`config.mk`:
```
export PLATFORM = sky130hd
export DESIGN_NAME = g5_decoder
export DESIGN_NICKNAME = d
export VERILOG_FILES = /design/src/rtl/g5_pkg.sv /design/src/rtl/g5_addr_form.sv /design/src/rtl/g5_op_class.sv /design/src/rtl/g5_byte_seq.sv /design/src/rtl/g5_decoder.sv
export SDC_FILE = /design/constraint.sdc
export NUM_CORES = 1
export LEC_CHECK = 0
export BUFFER_PORTS_ARGS = -buffer_cell sky130_fd_sc_hd__clkbuf_2
export CAP_MARGIN = 0
export CORE_UTILIZATION = 24
export CTS_CLUSTER_DIAMETER = 100
export DETAILED_ROUTE_END_ITERATION = 7
export MAX_ROUTING_LAYER = met4
export PLACE_DENSITY_LB_ADDON = 0.05
export SYNTH_ARGS = -nofsm -noshare
export SYNTH_HDL_FRONTEND = slang
export SYNTH_SLANG_ARGS = --single-unit
```
`constraint.sdc`:
```
create_clock -name clk -period 3.9 [get_ports clk]
set_input_delay 0 -clock clk [delete_from_list [all_inputs] [get_ports clk]]
set_output_delay 0 -clock clk [all_outputs]
set_load 0.02 [all_outputs]
```
`src/rtl/g5_pkg.sv`:
```
// Shared types and constants for the opcode-group-5 decoder.
// Assumes 64-bit mode with no operand-size or address-size prefixes.
package g5_pkg;

    localparam int BYTE_W = 8;

    // Operation codes: the value is the ModR/M reg field itself.
    typedef enum logic [2:0] {
        OP_INC       = 3'd0,
        OP_DEC       = 3'd1,
        OP_CALL_NEAR = 3'd2,
        OP_CALL_FAR  = 3'd3,
        OP_JMP_NEAR  = 3'd4,
        OP_JMP_FAR   = 3'd5,
        OP_PUSH      = 3'd6,
        OP_RSVD      = 3'd7
    } g5_op_e;

    // Byte-collection states.
    typedef enum logic [2:0] {
        ST_OPC    = 3'd0,
        ST_MODRM  = 3'd1,
        ST_SIB    = 3'd2,
        ST_DISP   = 3'd3,
        ST_REPORT = 3'd4
    } g5_state_e;

    // ModR/M field codes that the address-form rules depend on.
    localparam logic [1:0] MOD_MEM0  = 2'b00;
    localparam logic [1:0] MOD_MEM8  = 2'b01;
    localparam logic [1:0] MOD_MEM32 = 2'b10;
    localparam logic [1:0] MOD_REG   = 2'b11;
    localparam logic [2:0] RM_SIB    = 3'b100;
    localparam logic [2:0] RM_NOBASE = 3'b101;

    // Displacement sizes in bytes.
    localparam int DISP_SHORT = 1;
    localparam int DISP_LONG  = 4;
    // Opcode byte plus ModR/M byte.
    localparam int BASE_LEN   = 2;

endpackage

```
`src/rtl/g5_addr_form.sv`:
```
// Addressing-form classifier for one ModR/M byte and an optional SIB byte.
// Purely combinational. The SIB input is ignored unless the ModR/M byte
// calls for a SIB byte.
module g5_addr_form
    import g5_pkg::*;
#(
    parameter int LEN_W  = 4,
    parameter int DLEN_W = 3
) (
    input  logic [BYTE_W-1:0] modrm,
    input  logic [BYTE_W-1:0] sib,
    output logic              is_mem,
    output logic              needs_sib,
    output logic [DLEN_W-1:0] disp_len,
    output logic [LEN_W-1:0]  total_len
);

    logic [1:0] mod_f;
    logic [2:0] rm_f;
    logic [2:0] base_f;

    // Split the fields that the rules look at.
    always_comb begin
        mod_f  = modrm[7:6];
        rm_f   = modrm[2:0];
        base_f = sib[2:0];
    end

    // Register versus memory operand, and presence of a SIB byte.
    always_comb begin
        is_mem    = (mod_f != MOD_REG);
        needs_sib = is_mem && (rm_f == RM_SIB);
    end

    // Displacement size in 64-bit mode.
    always_comb begin
        case (mod_f)
            MOD_MEM8:  disp_len = DLEN_W'(DISP_SHORT);
            MOD_MEM32: disp_len = DLEN_W'(DISP_LONG);
            MOD_MEM0: begin
                if (rm_f == RM_NOBASE)
                    disp_len = DLEN_W'(DISP_LONG);
                else if (rm_f == RM_SIB && base_f == RM_NOBASE)
                    disp_len = DLEN_W'(DISP_LONG);
                else
                    disp_len = '0;
            end
            default:   disp_len = '0;
        endcase
    end

    // Total length: opcode, ModR/M, optional SIB, then the displacement.
    always_comb begin
        total_len = LEN_W'(BASE_LEN) + LEN_W'(needs_sib) + LEN_W'(disp_len);
    end

endmodule

```
`src/rtl/g5_op_class.sv`:
```
// Operation classifier for the 0xFF group: reg field to operation,
// operand size and invalid-encoding flag. Purely combinational.
// Assumes 64-bit mode, where near branches and push are always 64 bits wide.
module g5_op_class
    import g5_pkg::*;
(
    input  logic [BYTE_W-1:0] modrm,
    input  logic              rex_w,
    output g5_op_e            op,
    output logic              size64,
    output logic              illegal
);

    logic reg_form;

    // The operation is selected by ModR/M bits 5:3.
    always_comb begin
        op       = g5_op_e'(modrm[5:3]);
        reg_form = (modrm[7:6] == MOD_REG);
    end

    // Operand size: forced to 64 bits for stack and near-branch forms.
    always_comb begin
        case (op)
            OP_CALL_NEAR, OP_JMP_NEAR, OP_PUSH: size64 = 1'b1;
            default:                            size64 = rex_w;
        endcase
    end

    // Invalid: the reserved slot, and far forms that name a register.
    always_comb begin
        case (op)
            OP_RSVD:                 illegal = 1'b1;
            OP_CALL_FAR, OP_JMP_FAR: illegal = reg_form;
            default:                 illegal = 1'b0;
        endcase
    end

endmodule

```
`src/rtl/g5_byte_seq.sv`:
```
// Byte sequencer: walks opcode, ModR/M, optional SIB and displacement bytes,
// then presents one result until it is accepted. It takes no byte while a
// result is pending. The view outputs select the incoming byte while that
// byte is being read, and the stored copy otherwise. This lets the
// classifiers decide the next step in the same cycle the byte arrives.
module g5_byte_seq
    import g5_pkg::*;
#(
    parameter logic [BYTE_W-1:0] GROUP_OPC = 8'hFF,
    parameter int                DLEN_W    = 3
) (
    input  logic              clk,
    input  logic              rst_n,
    input  logic              in_valid,
    input  logic [BYTE_W-1:0] in_byte,
    output logic              in_ready,
    input  logic              rex_w,
    input  logic              needs_sib,
    input  logic [DLEN_W-1:0] disp_len,
    input  logic              out_ready,
    output logic              out_valid,
    output logic [BYTE_W-1:0] modrm_view,
    output logic [BYTE_W-1:0] sib_view,
    output logic [BYTE_W-1:0] modrm_q,
    output logic              rex_q
);

    g5_state_e         state_q, state_d;
    logic [DLEN_W-1:0] cnt_q, cnt_d;
    logic [BYTE_W-1:0] sib_q;
    logic              take;

    // Handshake on both edges of the stage.
    always_comb begin
        in_ready  = (state_q != ST_REPORT);
        out_valid = (state_q == ST_REPORT);
        take      = in_valid && in_ready;
    end

    // Feed the classifiers with the byte being read, or the stored copy.
    always_comb begin
        modrm_view = (state_q == ST_MODRM) ? in_byte : modrm_q;
        sib_view   = (state_q == ST_SIB)   ? in_byte : sib_q;
    end

    // Next state and displacement count.
    always_comb begin
        state_d = state_q;
        cnt_d   = cnt_q;
        case (state_q)
            ST_OPC: begin
                if (take && in_byte == GROUP_OPC)
                    state_d = ST_MODRM;
            end
            ST_MODRM: begin
                if (take) begin
                    if (needs_sib) begin
                        state_d = ST_SIB;
                    end else if (disp_len != '0) begin
                        state_d = ST_DISP;
                        cnt_d   = disp_len;
                    end else begin
                        state_d = ST_REPORT;
                    end
                end
            end
            ST_SIB: begin
                if (take) begin
                    if (disp_len != '0) begin
                        state_d = ST_DISP;
                        cnt_d   = disp_len;
                    end else begin
                        state_d = ST_REPORT;
                    end
                end
            end
            ST_DISP: begin
                if (take) begin
                    cnt_d = cnt_q - DLEN_W'(1);
                    if (cnt_q == DLEN_W'(1))
                        state_d = ST_REPORT;
                end
            end
            ST_REPORT: begin
                if (out_ready)
                    state_d = ST_OPC;
            end
            default: state_d = ST_OPC;
        endcase
    end

    // State and counter registers.
    always_ff @(posedge clk) begin
        if (!rst_n) begin
            state_q <= ST_OPC;
            cnt_q   <= '0;
        end else begin
            state_q <= state_d;
            cnt_q   <= cnt_d;
        end
    end

    // Capture the prefix flag, the ModR/M byte and the SIB byte as they pass.
    always_ff @(posedge clk) begin
        if (!rst_n) begin
            modrm_q <= '0;
            sib_q   <= '0;
            rex_q   <= 1'b0;
        end else if (take) begin
            if (state_q == ST_OPC && in_byte == GROUP_OPC)
                rex_q <= rex_w;
            if (state_q == ST_MODRM) begin
                modrm_q <= in_byte;
                sib_q   <= '0;
            end
            if (state_q == ST_SIB)
                sib_q <= in_byte;
        end
    end

endmodule

```
`src/rtl/g5_decoder.sv`:
```
// Top of the opcode-group-5 decoder. Connects the byte sequencer to the
// addressing-form and operation classifiers. All result outputs come from
// registered bytes, so they stay still while a result waits for out_ready.
module g5_decoder
    import g5_pkg::*;
#(
    parameter logic [7:0] GROUP_OPC = 8'hFF,
    parameter int         LEN_W     = 4,
    parameter int         DLEN_W    = 3
) (
    input  logic             clk,
    input  logic             rst_n,
    input  logic             in_valid,
    input  logic [7:0]       in_byte,
    output logic             in_ready,
    input  logic             rex_w,
    output logic             out_valid,
    input  logic             out_ready,
    output logic [2:0]       out_op,
    output logic             out_size64,
    output logic             out_is_mem,
    output logic             out_has_sib,
    output logic [DLEN_W-1:0] out_disp_len,
    output logic [LEN_W-1:0] out_len,
    output logic             out_illegal
);

    logic [BYTE_W-1:0] modrm_view;
    logic [BYTE_W-1:0] sib_view;
    logic [BYTE_W-1:0] modrm_q;
    logic              rex_q;
    logic              needs_sib;
    logic [DLEN_W-1:0] disp_len;
    logic              is_mem;
    logic [LEN_W-1:0]  total_len;
    g5_op_e            op;

    g5_byte_seq #(.GROUP_OPC(GROUP_OPC), .DLEN_W(DLEN_W)) u_seq (
        .clk        (clk),
        .rst_n      (rst_n),
        .in_valid   (in_valid),
        .in_byte    (in_byte),
        .in_ready   (in_ready),
        .rex_w      (rex_w),
        .needs_sib  (needs_sib),
        .disp_len   (disp_len),
        .out_ready  (out_ready),
        .out_valid  (out_valid),
        .modrm_view (modrm_view),
        .sib_view   (sib_view),
        .modrm_q    (modrm_q),
        .rex_q      (rex_q)
    );

    g5_addr_form #(.LEN_W(LEN_W), .DLEN_W(DLEN_W)) u_addr (
        .modrm     (modrm_view),
        .sib       (sib_view),
        .is_mem    (is_mem),
        .needs_sib (needs_sib),
        .disp_len  (disp_len),
        .total_len (total_len)
    );

    g5_op_class u_op (
        .modrm   (modrm_q),
        .rex_w   (rex_q),
        .op      (op),
        .size64  (out_size64),
        .illegal (out_illegal)
    );

    // Drive the result outputs.
    always_comb begin
        out_op       = op;
        out_is_mem   = is_mem;
        out_has_sib  = needs_sib;
        out_disp_len = disp_len;
        out_len      = total_len;
    end

endmodule

```
==> flow_metrics.env, run 1 <==
export IMPL_crit_chain="nor3b_4, mux2i_1, a311oi_2, ha_1, ha_1, clkbuf_2"
export IMPL_tightestPinTransition_ns=0.670
export IMPL_clk_pin_slew_ns=0.08
export IMPL_p_leak_nw=0.561
export IMPL_cts_buffer_depth=2
export IMPL_synthCells=154
export IMPL_yosysSeqAreaShare=0.305
export IMPL_post_cts_resized=0
export IMPL_wl_mm=3.36
export IMPL_cts_tree="built"
export IMPL_core_rowCount=25
export IMPL_fin_nets=198
export IMPL_hold_path_cell_count=3
export IMPL_worstPathRequired_ns=3.90
export IMPL_cts_sinks=18
export IMPL_rsz0062_at_grt="false"
export IMPL_cp_arrival_ns=2.47
export IMPL_ir_worst_vdd_mv=0.111
export IMPL_async_flop_share=0
export IMPL_overflow=0
export IMPL_area_growth_syn_to_layout_pct=20.8
export IMPL_cts_root_buf="clkbuf_8"
export IMPL_wire_per_inst_um=13.6
export IMPL_holdWs_ns=0.0174
export IMPL_synth_top_area_cell="dfxtp_1"
export IMPL_drive_gt1_frac=0.206
export IMPL_drt_pass1_iter_count=4
export IMPL_design_area_um2=1430
export IMPL_synth_edf_count=0
export IMPL_io_pins=29
export IMPL_crit_type="flip-flop to primary output"
export IMPL_portBuffers=27
export IMPL_rr_startpoint="u_seq.state_q[0]$_SDFFE_PN0P_"
export IMPL_place_area_um2=1330
export IMPL_track_usage=0.145
export IMPL_synth_fp_nets=171
export IMPL_slowest_stage="dfxtp_1"
export IMPL_vias=1187
export IMPL_syn_cell_area_um2=1180
export IMPL_maxSlewHeadroom=0.550
export IMPL_synth_avg_cell_area_um2=7.66
export IMPL_hp_class="input port to flip-flop"
export IMPL_diodes=0
export IMPL_max_freq_mhz=405
export IMPL_slowest_delay_ns=0.50
export IMPL_cp_startpoint="u_seq.state_q[0]$_SDFFE_PN0P_"
export IMPL_grt_pass1_vias=1094
export IMPL_hold_path_startpoint="in_byte[1]"
export IMPL_core_region_area_um2=4720
export IMPL_vias_per_cell=4.81
export IMPL_fin_worst_skew_ns=0.00898
export IMPL_drtAntennaViolNets=0
export IMPL_timing_final_crit_share=0.633
export IMPL_clk_insertion_delay_late_ns=0.27
export IMPL_start_util=0.250
export IMPL_status="finished clean"
export IMPL_ys_warn_count=0
export IMPL_fillers=517
export IMPL_slew_viol_final=0
export IMPL_ys_flop_type="dfxtp_1"
export IMPL_synthDistinctLibCells=42
export IMPL_worstRegToRegCells=5
export IMPL_endpoint_kind="primary output"
export IMPL_ys_seq_elements=18
export IMPL_drc=0
export IMPL_synth_top_area_share=0.305
export IMPL_drt_iter0_drc=16
export IMPL_final_setup_worst_slack_ns=1.43
export IMPL_htree_num_levels=1
export IMPL_path_common_cell="ha_1"
export IMPL_maxCapViolCount=0
export IMPL_hpwl_mm=2.60
export IMPL_hold_viol_final=0
export IMPL_grt_max_degree=15
export IMPL_worstPathMaxFanout=10
export IMPL_dieArea_um2=5200
export IMPL_utilization=0.302
export IMPL_grt_pass1_wl_mm=5.46
export IMPL_finalSetupTns_ns=0
export IMPL_fp_dieW_um=72.1
export IMPL_reg2reg_slack_ns=1.84
export IMPL_chipHeight_um=72.1
export IMPL_cts_buffers=3
export IMPL_r2r_end="u_seq.cnt_q[0]$_SDFFE_PN0P_"
export IMPL_start_kind="flip-flop"
export IMPL_min_to="u_seq.modrm_q[1]$_SDFFE_PN0P_"
export IMPL_dp_slack_ns=1.69
export IMPL_finalSetupViolCount=0
export IMPL_min_period_ns=2.47
export IMPL_antenna_found_initial=0
export IMPL_synth_top_cells_by_area="dfxtp_1 31%, nand2_1 8.6%, a21oi_1 5.1%"
export IMPL_power_density_nw_per_um2=268
export IMPL_place_gp_congestion=0.787
## cells in the mapped netlist (2+ instances only)
| cell type | instances |
|---|---|
| buf_6 | 2 |
| and2_1 | 2 |
| nor2_1 | 12 |
| nand2b_1 | 4 |
| and3_1 | 2 |
| mux2i_1 | 3 |
| a311oi_1 | 2 |
| a311oi_2 | 2 |
| inv_1 | 9 |
| o31ai_1 | 2 |
| o21ai_0 | 5 |
| nand2_1 | 27 |
| a22oi_1 | 3 |
| o22ai_1 | 2 |
| nor3b_1 | 2 |
| a21oi_1 | 12 |
| dfxtp_1 | 18 |
| buf_4 | 5 |
| o221ai_1 | 2 |
| ha_1 | 4 |
| nor3_1 | 6 |
| nand4_1 | 3 |
| nor2b_1 | 4 |
| nand3_1 | 3 |
## area by class of cell
cell class,count,area [um^2],area share
Multi-Input combinational cell,118,717,0.503
Sequential cell,18,360,0.253
Timing Repair Buffer,31,175,0.123
Tap cell,67,83.8,0.0588
Clock buffer,4,55.1,0.0386
Inverter,9,33.8,0.0237
## critical path: cells and delay by family, from the launching register on
kind,cells,cell delay (ns)
AOI/OAI and AO/OA,1,0.43
buffers and inverters,1,0.16
muxes,1,0.21
and+or+nand+nor,1,0.42
adders and majority gates,2,0.48
DFF,1,0.50
## how the worst max path moves through the flow
stage | endpoint | slack (ns) | cells after the start
after floorplan | out_len[2] | 1.84 | 6
after global placement | out_len[2] | 1.80 | 6
after detailed placement | out_len[2] | 1.69 | 6
after CTS | out_len[2] | 1.37 | 6
after global routing | out_len[2] | 1.23 | 6
final | out_len[2] | 1.43 | 6
## through the flow
step / total power [mW] / instances
floorplan: 0.204 / 154
global placement: 0.218 / 239
detailed placement: 0.217 / 239
CTS: 0.388 / 247
global route: 0.401 / 247
finish: 0.382 / 247
## registers in the layout, indices dropped and copies added (netlist names)
name and count:
u_seq.state_q 3, u_seq.rex_q 1, u_seq.cnt_q 3, u_seq.modrm_q 8, u_seq.sib_q 3
## kinds of logic (layout without fill, tap and decap cells)
family | Yosys count | count (layout) | synth area share
AND/OR/NAND/NOR | 70 | 70 | 0.294
adder cells (fa/ha/maj) | 5 | 5 | 0.0509
other | 1 | 1 | 0.00318
buffers and inverters | 18 | 44 | 0.0869
multiplexers | 4 | 4 | 0.0350
AO/OA/AOI/OAI | 37 | 37 | 0.217
flip-flops | 18 | 18 | 0.305
XOR/XNOR | 1 | 1 | 0.00742
## where the power goes
| group | switching [mW] | internal (mW) |
|---|---|---|
| clock network | 0.0761 | 0.0902 |
| logic | 0.0175 | 0.0117 |
| registers | 0.00152 | 0.185 |
## placed cells by master, fill, tap and decap left out, types with 2 or more instances in the layout
cell           instances
o22ai_1                2
nor3b_1                2
clkbuf_8               4
o21ai_0                5
a21oi_1               12
ha_1                   4
a311oi_1               2
nor3_1                 6
and2_1                 2
inv_1                  9
mux2i_1                3
nand3_1                3
nor2_1                12
dlygate4sd3_1          4
o31ai_1                2
nand4_1                3
nand2_1               27
dfxtp_1               18
clkbuf_2              27
nand2b_1               4
nor2b_1                4
a22oi_1                3
o221ai_1               2
a311oi_2               2
and3_1                 2
## metal layers
| metal | share of wire | up-vias | global-route usage |
|---|---|---|---|
| li1 | - | 591 | - |
| met1 | 0.47 | 565 | 0.180 |
| met2 | 0.48 | 27 | 0.234 |
| met3 | 0.036 | 4 | 0.0264 |
| met4 | 0.014 | 0 | 0.0523 |
| met5 | 0 | - | - |
## what timing repair did
item | 4_1_cts | 5_1_grt
endpoints found under the hold margin | 4 | 0
hold buffers | 4 | 0
setup buffers | 0 | 0
No activity file was read; power rests on OpenSTA's default activity.
==> run 2, diff against run 1 <==
Clock period 3.9 ns to 2 ns, I/O delays scaled along.
==> run 2 against run 1 <==
Non-clock buffer count increased by 16. Count of clock-buffer cells in the layout stayed put. Register-to-register slack worse by 1.8 ns. Final cell count up 6.5%. Clock skew is 0.0015 ns lower. Die area unchanged. Via count rose by 6.1%. Critical path type unchanged.
==> flow_metrics.env, run 2 (synthesis results as in run 1) <==
export IMPL_status="finished clean"
export IMPL_min_period_ns=2.00
export IMPL_cts_buffer_depth=2
export IMPL_rr_startpoint="u_seq.state_q[1]$_SDFFE_PN0P_"
export IMPL_final_common_cell="nand2_1"
export IMPL_reg2reg_slack_ns=0.06
export IMPL_regMostFlops="u_seq.modrm_q"
export IMPL_multi_input_area_um2=810
export IMPL_fp_dieW_um=72.1
export IMPL_finalSetupTns_ns=0
export IMPL_grt_pass1_wl_mm=6.03
export IMPL_htree_num_levels=1
export IMPL_fin_nets=214
export IMPL_hold_viol_final=0
export IMPL_placed_cells=250
export IMPL_diodes=0
export IMPL_hold_path_startpoint="in_byte[1]"
export IMPL_dieArea_um2=5200
export IMPL_cts_tree="built"
export IMPL_cts_sinks=18
export IMPL_maxSlewHeadroom=0.657
export IMPL_final_setup_worst_slack_ns=0.00283
export IMPL_worstRegToRegCells=8
export IMPL_wire_per_inst_um=14.5
export IMPL_final_cells=263
export IMPL_ir_worst_vdd_mv=0.256
export IMPL_io_pins=29
export IMPL_grt_use_met3=0.0306
export IMPL_antenna_found_initial=0
export IMPL_holdWs_ns=0.0529
export IMPL_drive_gt1_frac=0.337
export IMPL_maxCapViolCount=0
export IMPL_layout_common_cells="27 x nand2_1, 26 x clkbuf_2, 15 x dfxtp_1"
export IMPL_drtAntennaViolNets=0
export IMPL_start_util=0.250
export IMPL_fin_worst_skew_ns=0.00749
export IMPL_slew_viol_final=0
export IMPL_max_freq_mhz=501
export IMPL_cp_arrival_ns=2.00
export IMPL_r2r_end="u_seq.cnt_q[2]$_SDFFE_PN0P_"
export IMPL_chipHeight_um=72.1
export IMPL_place_gp_congestion=0.777
export IMPL_tightestPinTransition_ns=0.513
export IMPL_area_growth_syn_to_layout_pct=40.8
export IMPL_clk_pin_slew_ns=0.08
export IMPL_timing_final_crit_share=0.999
export IMPL_finalPower_uw=745
export IMPL_track_usage=0.156
export IMPL_fillers=497
export IMPL_dp_slack_ns=0.127
export IMPL_hp_class="input port to flip-flop"
export IMPL_use_met2=0.242
export IMPL_core_rowCount=25
export IMPL_vias_per_cell=4.79
export IMPL_core_region_area_um2=4720
export IMPL_crit_type="flip-flop to primary output"
export IMPL_p_leak_nw=0.654
export IMPL_grt_pass1_vias=1200
export IMPL_final_seq_area_um2=367
export IMPL_drc=0
export IMPL_worstPathRequired_ns=2.00
export IMPL_grt_met1_usage=0.209
export IMPL_endpoint_kind="primary output"
export IMPL_overflow=0
export IMPL_cts_root_buf="clkbuf_8"
export IMPL_grt_busiest_layer="met2"
export IMPL_grt_max_degree=15
export IMPL_drt_pass1_iter_count=5
export IMPL_clk_insertion_delay_late_ns=0.26
export IMPL_hpwl_mm=2.75
export IMPL_largest_reg_flops=8
export IMPL_cts_buffers=3
export IMPL_min_to="u_seq.modrm_q[1]$_SDFFE_PN0P_"
export IMPL_drt_iter0_drc=74
export IMPL_vias=1260
export IMPL_wl_mm=3.80
export IMPL_worstPathMaxFanout=6
export IMPL_power_density_nw_per_um2=449
export IMPL_finalSetupViolCount=0
export IMPL_start_kind="flip-flop"
export IMPL_portBuffers=27
export IMPL_rsz0062_at_grt="true"
export IMPL_hold_path_cell_count=3
## run 2: metrics by stage
step           instance area (um^2)  utilization
3_5_place_dp                   1420        0.301
6_report                       1660        0.352
4_1_cts                        1590        0.336
2_1_floorplan                  1190            -
5_1_grt                        1660        0.352
3_3_place_gp                   1420        0.301
## run 2: area by class of cell
cell class	count	area share
multi-input cells	118	0.487
flip-flops and latches	18	0.221
repair buffers	47	0.188
well taps	67	0.0505
clock buffers	4	0.0331
inverters	9	0.0203
## run 2: how the worst max path moves through the flow
stage / cells past startpoint / startpoint / end
floorplan: 6 / u_seq.state_q[2]$_SDFFE_PN0P_ / out_len[2]
global placement: 7 / u_seq.state_q[0]$_SDFFE_PN0P_ / out_len[2]
detailed placement: 7 / u_seq.state_q[1]$_SDFFE_PN0P_ / out_len[2]
CTS: 7 / u_seq.state_q[1]$_SDFFE_PN0P_ / out_len[2]
global route: 7 / u_seq.state_q[1]$_SDFFE_PN0P_ / out_len[2]
finish: 7 / u_seq.state_q[1]$_SDFFE_PN0P_ / out_len[2]
## run 2: worst max-delay path: stages (launching register included)
cell and delay (ns):
dfxtp_4 0.37, nor3b_4 0.25, buf_6 0.16, nor2_4 0.04, a311oi_4 0.30, ha_2 0.27, ha_4 0.22, buf_8 0.12
## run 2: per-layer routing
layer	share of wire	up-vias
met2	0.47	25
met1	0.49	604
met3	0.033	7
met5	0	-
met4	0.012	0
li1	-	624
## run 2: power breakdown
group / switching, mW / internal (mW) / leakage (nW)
registers: 0.00302 / 0.360 / 0.147
clock network: 0.140 / 0.175 / 0.0288
logic: 0.0397 / 0.0274 / 0.479
## run 2: timing repair
action | 4_1_cts | 5_1_grt
pin swaps | 5 | 5
hold endpoints to repair | 4 | 0
hold buffers | 4 | 0
gates resized for setup | 12 | 10
buffers inserted | 3 | 3
endpoints found under the setup margin | 2 | 1
==> run 3, diff against run 2 <==
Settings changed: BUFFER_PORTS_ARGS -buffer_cell sky130_fd_sc_hd__clkbuf_2 to default, CORE_UTILIZATION 24 to 45, DONT_BUFFER_PORTS from default to 1.
==> run 3 against run 2 <==
Die area shrank 46%. Via count fell by 3.2%. Clock skew decreased by 0.0032 ns. First-iteration DRC count fell by 38%. Setup slack better by 0.082 ns. Count of clock-buffer cells in the layout unchanged. Utilization rose by 25 points. Sequential share of layout area rose by 2.3 points. Fmax increased by 4.3%. Critical endpoint unchanged. Largest power group unchanged.
==> flow_metrics.env, run 3 (synthesis results as in run 1) <==
export IMPL_status="finished clean"
export IMPL_max_freq_mhz=522
export IMPL_core_region_area_um2=2480
export IMPL_hpwl_mm=2.27
export IMPL_antenna_found_initial=0
export IMPL_vias=1220
export IMPL_fillers=225
export IMPL_timing_final_crit_share=0.958
export IMPL_largest_reg_flops=8
export IMPL_final_common_cell="nand2_1"
export IMPL_cts_root_buf="clkbuf_4"
export IMPL_tightestPinTransition_ns=0.635
export IMPL_final_setup_worst_slack_ns=0.0847
export IMPL_drc=0
export IMPL_finalPower_uw=646
export IMPL_overflow=0
export IMPL_dp_slack_ns=0.223
export IMPL_p_leak_nw=0.558
export IMPL_fin_worst_skew_ns=0.00432
export IMPL_diodes=0
export IMPL_dieArea_um2=2830
export IMPL_track_usage=0.250
export IMPL_cts_tree="built"
export IMPL_wire_per_inst_um=15.5
export IMPL_hp_class="input port to flip-flop"
export IMPL_grt_max_degree=15
export IMPL_path_common_cell="ha_4"
export IMPL_drtAntennaViolNets=0
export IMPL_finalSetupViolCount=0
export IMPL_fin_nets=196
export IMPL_start_util=0.476
export IMPL_finalSetupTns_ns=0
export IMPL_reg2reg_slack_ns=0.13
export IMPL_regMostFlops="u_seq.modrm_q"
export IMPL_crit_type="flip-flop to primary output"
export IMPL_vias_per_cell=5.87
export IMPL_final_seq_area_um2=365
export IMPL_chipHeight_um=53.2
export IMPL_worstRegToRegCells=7
export IMPL_cts_buffer_depth=2
export IMPL_core_rowCount=18
export IMPL_slowest_stage="dfxtp_4"
export IMPL_maxSlewHeadroom=0.574
export IMPL_drt_pass1_iter_count=8
export IMPL_place_gp_congestion=0.932
export IMPL_min_period_ns=1.92
export IMPL_rr_startpoint="u_seq.state_q[2]$_SDFFE_PN0P_"
export IMPL_ir_worst_vdd_mv=0.301
export IMPL_multi_input_area_um2=776
export IMPL_drive_gt1_frac=0.202
export IMPL_layout_common_cells="27 x nand2_1, 16 x buf_4, 16 x dfxtp_1"
export IMPL_area_growth_syn_to_layout_pct=27.1
export IMPL_hold_path_cell_count=3
export IMPL_clk_pin_slew_ns=0.11
export IMPL_fp_dieW_um=53.2
export IMPL_grt_pass1_wl_mm=4.97
export IMPL_r2r_end="u_seq.cnt_q[2]$_SDFFE_PN0P_"
export IMPL_clk_insertion_delay_late_ns=0.29
export IMPL_io_pins=29
export IMPL_grt_pass1_vias=1121
export IMPL_hold_viol_final=0
export IMPL_crit_chain="nor3b_4, mux2i_2, buf_4, a311oi_4, ha_4, ha_4"
export IMPL_holdWs_ns=0.0293
export IMPL_slowest_delay_ns=0.39
export IMPL_start_kind="flip-flop"
export IMPL_cts_buffers=3
export IMPL_htree_num_levels=1
export IMPL_drt_iter0_drc=46
export IMPL_slew_viol_final=0
export IMPL_maxCapViolCount=0
export IMPL_worstPathMaxFanout=6
export IMPL_endpoint_kind="primary output"
export IMPL_cp_arrival_ns=1.92
export IMPL_portBuffers=0
export IMPL_power_density_nw_per_um2=431
export IMPL_hold_path_startpoint="out_ready"
export IMPL_min_to="u_seq.state_q[2]$_SDFFE_PN0P_"
export IMPL_cts_sinks=18
export IMPL_wl_mm=3.22
export IMPL_worstPathRequired_ns=2.00
[run 3: cell count changes in the layout (fill, tap and decap cells not counted), moves of 2 or more]
cell,previous run,this run
buf_4,14,16
clkbuf_2,26,0
clkbuf_4,0,3
clkbuf_8,4,1
dlygate4sd3_1,4,12
[run 3: final cells by class]
type	instances	share of cell area
timing repair buffer	29	0.168
sequential	18	0.244
multi-input combinational	118	0.517
tap	30	0.0250
inverter	9	0.0225
clock buffer	4	0.0242
[run 3: worst max-delay path: cells and delay by family (launching register included)]
family,cells,cell delay (ns)
muxes,1,0.28
adders and majority gates,2,0.48
buffers and inverters,1,0.16
DFF,1,0.39
and+or+nand+nor,1,0.27
AOI/OAI and AO/OA,1,0.04
[run 3: repair_timing]
item	4_1_cts	5_1_grt
pin swaps	2	3
endpoints found under the hold margin	18	0
gates resized for setup	5	8
hold buffers	12	0
endpoints found under the setup margin	2	3
buffers inserted	2	4
[run 3: how the worst max path moves through the flow]
stage / cells past startpoint / endpoint / startpoint / slack, ns
6_report: 6 / out_len[2] / u_seq.state_q[2]$_SDFFE_PN0P_ / 0.08
3_5_place_dp: 6 / out_len[2] / u_seq.state_q[1]$_SDFFE_PN0P_ / 0.22
3_3_place_gp: 6 / u_seq.cnt_q[2]$_SDFFE_PN0P_ / u_seq.state_q[1]$_SDFFE_PN0P_ / 0.22
2_1_floorplan: 6 / out_len[2] / u_seq.state_q[2]$_SDFFE_PN0P_ / 0.01
4_1_cts: 6 / out_len[2] / u_seq.state_q[2]$_SDFFE_PN0P_ / 0.01
5_1_grt: 6 / out_len[2] / u_seq.state_q[1]$_SDFFE_PN0P_ / -0.005
[run 3: metal layers]
metal	vias to the layer above	share of wire	GRT usage
met5	-	0	-
met2	54	0.44	0.377
met1	570	0.48	0.326
met4	0	0.012	0.101
met3	6	0.059	0.0460
li1	590	-	-
[run 3: where the power goes]
part	leakage, nW	switching (mW)	total (mW)	internal [mW]
sequential	0.146	0.00291	0.363	0.360
clock	0.0210	0.121	0.232	0.111
combinational	0.390	0.0248	0.0517	0.0268
total	0.558	0.148	0.646	0.498
[run 3: metrics by stage]
step                      instance area (um^2)   util  std cells
after floorplan                           1190      -        154
after global placement                    1240  0.502        186
after detailed placement                  1240  0.502        186
after CTS                                 1440  0.580        204
after global routing                      1500  0.606        208
final                                     1500  0.606        208
